[src/rtl/clkpre_pkg.sv]
package clkpre_pkg;

  typedef enum logic {
    DOM_CPU = 1'b0,
    DOM_BUP = 1'b1
  } dom_e;

  localparam int unsigned NUM_DOM = 2;

endpackage

[src/rtl/clkpre_counter.sv]
module clkpre_counter #(
  parameter int unsigned CNT_W = 8
) (
  input  logic             clk,
  input  logic             rst_n,
  output logic [CNT_W-1:0] cnt
);

  always_ff @(posedge clk or negedge rst_n) begin
    if (!rst_n) cnt <= '0;
    else        cnt <= cnt + 1'b1;
  end

  // counter advances by one every cycle (supports R2 phase rule)
  p_cnt_step_r2: assert property (@(posedge clk) disable iff (!rst_n)
    $past(rst_n) |-> cnt == CNT_W'($past(cnt) + 1'b1));

endmodule

[src/rtl/clkpre_legal.sv]
module clkpre_legal
  import clkpre_pkg::*;
#(
  parameter int unsigned REG_W = 8,
  parameter int unsigned EXP_W = 3
) (
  input  logic             wr_valid,
  input  logic             wr_sel,
  input  logic [REG_W-1:0] wr_data,
  input  logic [EXP_W-1:0] tgt_cpu,
  input  logic [EXP_W-1:0] tgt_bup,
  output logic             ok_cpu,
  output logic             ok_bup,
  output logic             bad
);

  localparam int unsigned MAX_EXP = (1 << EXP_W) - 1;

  logic             in_range;
  logic [EXP_W-1:0] val;
  logic             order_ok;

  always_comb begin
    in_range = (wr_data <= REG_W'(MAX_EXP));
    val      = wr_data[EXP_W-1:0];
    if (wr_sel == DOM_CPU) order_ok = (val <= tgt_bup);
    else                   order_ok = (val >= tgt_cpu);
    ok_cpu = wr_valid && (wr_sel == DOM_CPU) && in_range && order_ok;
    ok_bup = wr_valid && (wr_sel == DOM_BUP) && in_range && order_ok;
    bad    = wr_valid && !(in_range && order_ok);
  end

endmodule

[src/rtl/clkpre_domain.sv]
module clkpre_domain #(
  parameter int unsigned CNT_W = 8,
  parameter int unsigned REG_W = 8,
  parameter int unsigned EXP_W = 3
) (
  input  logic             clk,
  input  logic             rst_n,
  input  logic [CNT_W-1:0] cnt,
  input  logic             wr_stb,
  input  logic             wr_ok,
  input  logic [REG_W-1:0] wr_data,
  output logic [REG_W-1:0] rd_val,
  output logic [EXP_W-1:0] tgt,
  output logic             pend,
  output logic             en
);

  logic [EXP_W-1:0] act;
  logic [EXP_W-1:0] emax;
  logic [CNT_W-1:0] mask_act;
  logic [CNT_W-1:0] mask_max;
  logic             at_bnd;

  always_comb begin
    mask_act = CNT_W'((1 << act) - 1);
    emax     = (tgt > act) ? tgt : act;
    mask_max = CNT_W'((1 << emax) - 1);
    en       = ((cnt & mask_act) == mask_act);
    at_bnd   = ((cnt & mask_max) == mask_max);
  end

  always_ff @(posedge clk or negedge rst_n) begin
    if (!rst_n) begin
      rd_val <= '0;
      tgt    <= '0;
      act    <= '0;
      pend   <= 1'b0;
    end else begin
      if (wr_stb) rd_val <= wr_data;
      if (wr_ok) begin
        tgt  <= wr_data[EXP_W-1:0];
        pend <= 1'b1;
      end else if (pend && at_bnd) begin
        act  <= tgt;
        pend <= 1'b0;
      end
    end
  end

  // a rate switch only happens in a cycle where the old enable fired
  p_switch_on_enable_r7: assert property (@(posedge clk) disable iff (!rst_n)
    $past(rst_n) && !$stable(act) |-> $past(en));

  // the applied rate only moves while a change is pending
  p_switch_needs_pend_r6: assert property (@(posedge clk) disable iff (!rst_n)
    $past(rst_n) && !$stable(act) |-> $past(pend));

endmodule

[src/rtl/dual_clk_prescaler.sv]
module dual_clk_prescaler
  import clkpre_pkg::*;
#(
  parameter int unsigned CNT_W = 8,
  parameter int unsigned REG_W = 8
) (
  input  logic             clk,
  input  logic             rst_n,
  input  logic             wr_valid,
  output logic             wr_ready,
  input  logic             wr_sel,
  input  logic [REG_W-1:0] wr_data,
  output logic             cpu_en,
  output logic             bup_en,
  output logic             ready,
  output logic             violation,
  output logic [REG_W-1:0] cpu_div_rd,
  output logic [REG_W-1:0] bup_div_rd
);

  localparam int unsigned EXP_W = $clog2(CNT_W);

  logic [CNT_W-1:0] cnt;
  logic [EXP_W-1:0] tgt  [NUM_DOM];
  logic [REG_W-1:0] rdv  [NUM_DOM];
  logic             pend [NUM_DOM];
  logic             en   [NUM_DOM];
  logic             ok   [NUM_DOM];
  logic             bad;
  logic             viol_q;

  assign wr_ready = 1'b1;

  clkpre_counter #(.CNT_W(CNT_W)) u_cnt (
    .clk   (clk),
    .rst_n (rst_n),
    .cnt   (cnt)
  );

  clkpre_legal #(.REG_W(REG_W), .EXP_W(EXP_W)) u_legal (
    .wr_valid (wr_valid),
    .wr_sel   (wr_sel),
    .wr_data  (wr_data),
    .tgt_cpu  (tgt[DOM_CPU]),
    .tgt_bup  (tgt[DOM_BUP]),
    .ok_cpu   (ok[DOM_CPU]),
    .ok_bup   (ok[DOM_BUP]),
    .bad      (bad)
  );

  for (genvar d = 0; d < NUM_DOM; d++) begin : g_dom
    logic stb;
    assign stb = wr_valid && (wr_sel == 1'(d));
    clkpre_domain #(.CNT_W(CNT_W), .REG_W(REG_W), .EXP_W(EXP_W)) u_dom (
      .clk     (clk),
      .rst_n   (rst_n),
      .cnt     (cnt),
      .wr_stb  (stb),
      .wr_ok   (ok[d]),
      .wr_data (wr_data),
      .rd_val  (rdv[d]),
      .tgt     (tgt[d]),
      .pend    (pend[d]),
      .en      (en[d])
    );
  end

  always_ff @(posedge clk or negedge rst_n) begin
    if (!rst_n) viol_q <= 1'b0;
    else        viol_q <= bad;
  end

  assign cpu_en     = en[DOM_CPU];
  assign bup_en     = en[DOM_BUP];
  assign cpu_div_rd = rdv[DOM_CPU];
  assign bup_div_rd = rdv[DOM_BUP];
  assign ready      = !(pend[DOM_CPU] || pend[DOM_BUP]);
  assign violation  = viol_q;

  // legal targets keep the CPU domain at least as fast as backup
  p_rate_order_r4: assert property (@(posedge clk) disable iff (!rst_n)
    tgt[DOM_CPU] <= tgt[DOM_BUP]);

  // a violation is always caused by a write beat one cycle earlier
  p_viol_cause_r6: assert property (@(posedge clk) disable iff (!rst_n)
    $past(rst_n) && violation |-> $past(wr_valid));

  // a forbidden write leaves both legal targets untouched
  p_hold_illegal_r6: assert property (@(posedge clk) disable iff (!rst_n)
    $past(rst_n) && violation |-> $stable(tgt[DOM_CPU]) && $stable(tgt[DOM_BUP]));

  // write port never applies back-pressure
  p_always_ready_r9: assert property (@(posedge clk) disable iff (!rst_n)
    wr_ready);

endmodule

[config.mk]
export PLATFORM = sky130hd
export DESIGN_NAME = dual_clk_prescaler
export DESIGN_NICKNAME = d
export VERILOG_FILES = /design/src/rtl/clkpre_pkg.sv /design/src/rtl/clkpre_counter.sv /design/src/rtl/clkpre_legal.sv /design/src/rtl/clkpre_domain.sv /design/src/rtl/dual_clk_prescaler.sv
export SDC_FILE = /design/constraint.sdc
export NUM_CORES = 1
export LEC_CHECK = 0
export ABC_AREA = 1
export BUFFER_PORTS_ARGS = -buffer_cell sky130_fd_sc_hd__buf_4
export CAP_MARGIN = 5
export CORE_UTILIZATION = 64
export CTS_BUF_LIST = sky130_fd_sc_hd__clkbuf_2
export DETAILED_ROUTE_END_ITERATION = 10
export PLACE_DENSITY = 0.95
export SLEW_MARGIN = 30
export SYNTH_ARGS = -nofsm -noshare
export SYNTH_HDL_FRONTEND = slang
export SYNTH_SLANG_ARGS = --single-unit
[constraint.sdc]
create_clock -name clk -period 7.1 [get_ports clk]
set_input_delay 0.355 -clock clk [delete_from_list [all_inputs] [get_ports clk]]
set_output_delay 0.355 -clock clk [all_outputs]
set_load 0.01 [all_outputs]
==> summary.txt <==
Synthesis
  • Number of synthesis warnings: 0
  • Sequential area share after synthesis: 37.7%
  • Synth Instances: 352
  • Synth top area share: 37.7%
  • Most common cell in the netlist: nand2_1
  • Avg Cell Area, Syn: 7.17 um^2
  • Synth Net Count: 381
  • Synth Cell Area: 0.00252 mm^2
  • Ys flop type: dfrtp_1
  • Post-synth top area cell: dfrtp_1
  • Area contributors post-synth: dfrtp_1 38%, nand2_1 15%, nand3_1 9.1%, ha_1 8.4%, o21ai_0 6.1%
  • Number of enable flip-flop cells after synthesis: 0
  • Commonest cells post-synth: 99 x nand2_1, 46 x nand3_1, 41 x inv_1
  • Fraction of registers with async set/reset: 100%
  • Distinct cells, synth: 29
  • Yosys reg bits: 38

Setup path
  • Crit. Startpoint: g_dom[1].u_dom.act[2]
  • Reg2reg start: g_dom[1].u_dom.act[2]
  • Crit path top cell by count: nand2_1
  • CP max-delay cell: dfrtp_1
  • CP arrival: 3.43 ns
  • Critical path class: reg -> reg
  • CP Cell Sequence: clkinv_1 > ha_1 > nand3_1 > nand2_2 > nand2_2 > nand2_1 > nand2_2 > nor2_2 > nand2_1 > ha_1 > or2_2 > nand2_1 > inv_1 > nand2_1 > nor2_1 > nand2_1 > nor2_2 > nand2_1 > nand2_1 > nand2_1
  • CP Max Fanout: 10
  • Worst Setup End Kind: register
  • Worst Path Required: 7.45 ns
  • Max stage delay on crit path: 0.46 ns
  • Startpoint types: register

Power and ir drop
  • Pwr per Cell Area: 252 mW/mm^2
  • Reg power frac: 34.9%
  • Switching fraction of total power: 44.5%
  • Comb power frac: 51.2%
  • Clock share of power: 13.9%
  • Int Pwr: 0.398 mW
  • Lkg Pwr: 1.53 nW
  • Peak supply drop: 0.144 mV
  • Switching pwr: 0.319 mW

Floorplanning
  • Die footprint: 0.00420 mm^2
  • Chip Height: 64.8 um
  • Die width: 64.8 um
  • Core Area: 0.00372 mm^2
  • Initial Util: 67.9%
  • IO Count: 33
  • FP Rows: 22

CTS
  • CTS clock-pin slew for the worst setup and hold paths: 0.21 ns
  • Post-cts sizing count: 0
  • Num CTS Buffers: 5
  • CTS tree: built
  • CTS Sinks: 38
  • Root Driver: clkbuf_2
  • Clock latency on the worst-skew pair: 0.41 ns
  • H-tree level count: 2
  • Max Root-Sink Buffers: 2
  • Post-CTS setup buffers: 0

Timing
  • Final setup viols: 0
  • Crit path time final: 3.07 ns
  • Final period util: 43.3%
  • Setup TNS: 0 ns
  • Hold Violations, Final: 0
  • Peak Freq: 325 MHz
  • RSZ-0062 raised after global routing: false
  • Final Max Tran Viols: 0
  • Max Clock Skew: 0.0161 ns

Run status
  • Run status: finished, final reports clean

Routing
  • WL final: 5770 um
  • DRC: 0
  • Initial DRC Count: 137
  • Antenna-violating nets left: 0
  • Vias: 2440
  • Pre-antenna DRT Iters: 4
  • WL/cell: 13.2 um
  • Via density: 5.60

Layout
  • Fillers: 253
  • Final net count: 417
  • Post-route cell area: 0.00285 mm^2
  • Antenna Cells: 0
  • P&R area growth vs syn: 13.0%
  • Proportion of layout cells with a drive suffix above 1: 14.2%

Worst hold path
  • Start point of the worst hold path: wr_valid
  • Worst min-delay path category: in -> reg

Placed design
  • Area of placed instances: 0.00280 mm^2
  • GPL Wtd Cong: 0.910
  • Dpl hpwl: 4510 um
  • Port-buffer cells: 31

Global route
  • Gr usage total: 30.4%
  • Global route total overflow: 0
  • First-pass GRT wire length: 9750 um
  • Initial antenna violation count: 0
  • Pin count of the biggest net entering global routing: 39
  • Vias in the first global route: 2282
  • Grt peak-use layer: met2
  • Met1 Usage GRT: 37.1%
  • Met3 Use GR: 6.69%
  • GR Util met2: 52.5%

Job
  • Maxcap violations: 0
## what timing repair did
item / in CTS / in global routing
hold buffers: 1 / 0
endpoints found under the hold margin: 38 / 0
endpoints found under the setup margin: 0 / 0
## path summary, 6_finish.rpt
kind | depth (start not counted) | slack, ns | to
max in group asynchronous | 2 | 6.34 | g_dom[1].u_dom.act[1]
max | 20 | 4.03 | g_dom[1].u_dom.pend
max reg2reg | 20 | 4.03 | g_dom[1].u_dom.pend
min reg2reg | 1 | 0.49 | u_cnt.cnt[6]
min | 3 | 0.17 | violation
min in group asynchronous | 2 | 0.41 | u_cnt.cnt[3]
## logic make-up (layout without fill, tap and decap cells)
kind of cell / after synthesis / in the layout / share of synthesized area (%)
AND/OR/NAND/NOR: 197 / 197 / 34.5
buffers and inverters: 48 / 84 / 7.28
AO/OA/AOI/OAI: 46 / 46 / 10.3
flip-flops: 38 / 38 / 37.7
other: 1 / 1 / 0.149
adder cells (fa/ha/maj): 17 / 17 / 8.42
XOR/XNOR: 5 / 5 / 1.73
## flip-flops by register name (all words and copies together), names as in the netlist
register	count
u_cnt.cnt	7
g_dom.u_dom.pend	2
g_dom.u_dom.tgt	6
g_dom.u_dom.rd_val	16
violation	1
g_dom.u_dom.act	6
## power by group through the flow
stage                     registers, mW  clock network, mW  logic [mW]
after floorplan                   0.256                  0       0.266
after global placement            0.253                  0       0.348
after detailed placement          0.254                  0       0.363
after CTS                         0.250              0.100       0.365
after global routing              0.253              0.108       0.420
final                             0.250             0.0998       0.367
## area by class of cell
cell class / instances / area, um^2 / area share, %
multi-input cells: 266 / 1390 / 48.7
flip-flops and latches: 38 / 951 / 33.3
repair buffers: 32 / 243 / 8.51
inverters: 45 / 169 / 5.92
well taps: 48 / 60.1 / 2.11
clock buffers: 5 / 25.0 / 0.877
clock inverters: 2 / 15.0 / 0.526
## worst max-delay path: cells and delay by family, from the launching register on
kind          cells  cell delay (ns)
fa+ha+maj         2             0.72
buf+inv           2             0.30
flops             1             0.46
simple gates     16             1.53
## cell usage in the layout, fill, tap and decap left out, types with 2 or more instances in the layout
cell type    n
a21oi_1      5
a21oi_2      2
buf_4       31
clkbuf_2     5
clkinv_1     3
clkinvlp_4   2
dfrtp_1     38
ha_1        17
inv_1       41
nand2_1     99
nand2_2      7
nand3_1     46
nand3b_1     2
nand4_1      8
nor2_1      20
nor2_2       4
nor3_1       7
o21ai_0     31
o31ai_1      2
or2_2        3
xor2_1       5
## metal layers
metal	vias up	wire [um]
li1	1228	-
met1	1126	2490
met2	77	2830
met3	9	366
met4	0	83
met5	-	0
## through the flow
step / util (%) / setup WS [ns] / std cells / power (mW) / hold slack (ns)
6_report: 76.8 / 4.03 / 436 / 0.717 / 0.166
5_1_grt: 76.8 / 3.71 / 436 / 0.780 / 0.156
4_1_cts: 76.8 / 4.04 / 436 / 0.715 / 0.173
3_5_place_dp: 75.4 / 4.07 / 428 / 0.617 / 0.345
3_3_place_gp: 75.4 / 4.18 / 428 / 0.601 / 0.339
2_1_floorplan: - / 4.42 / 352 / 0.522 / 0.0594
Power figures use the tool's default switching activity.
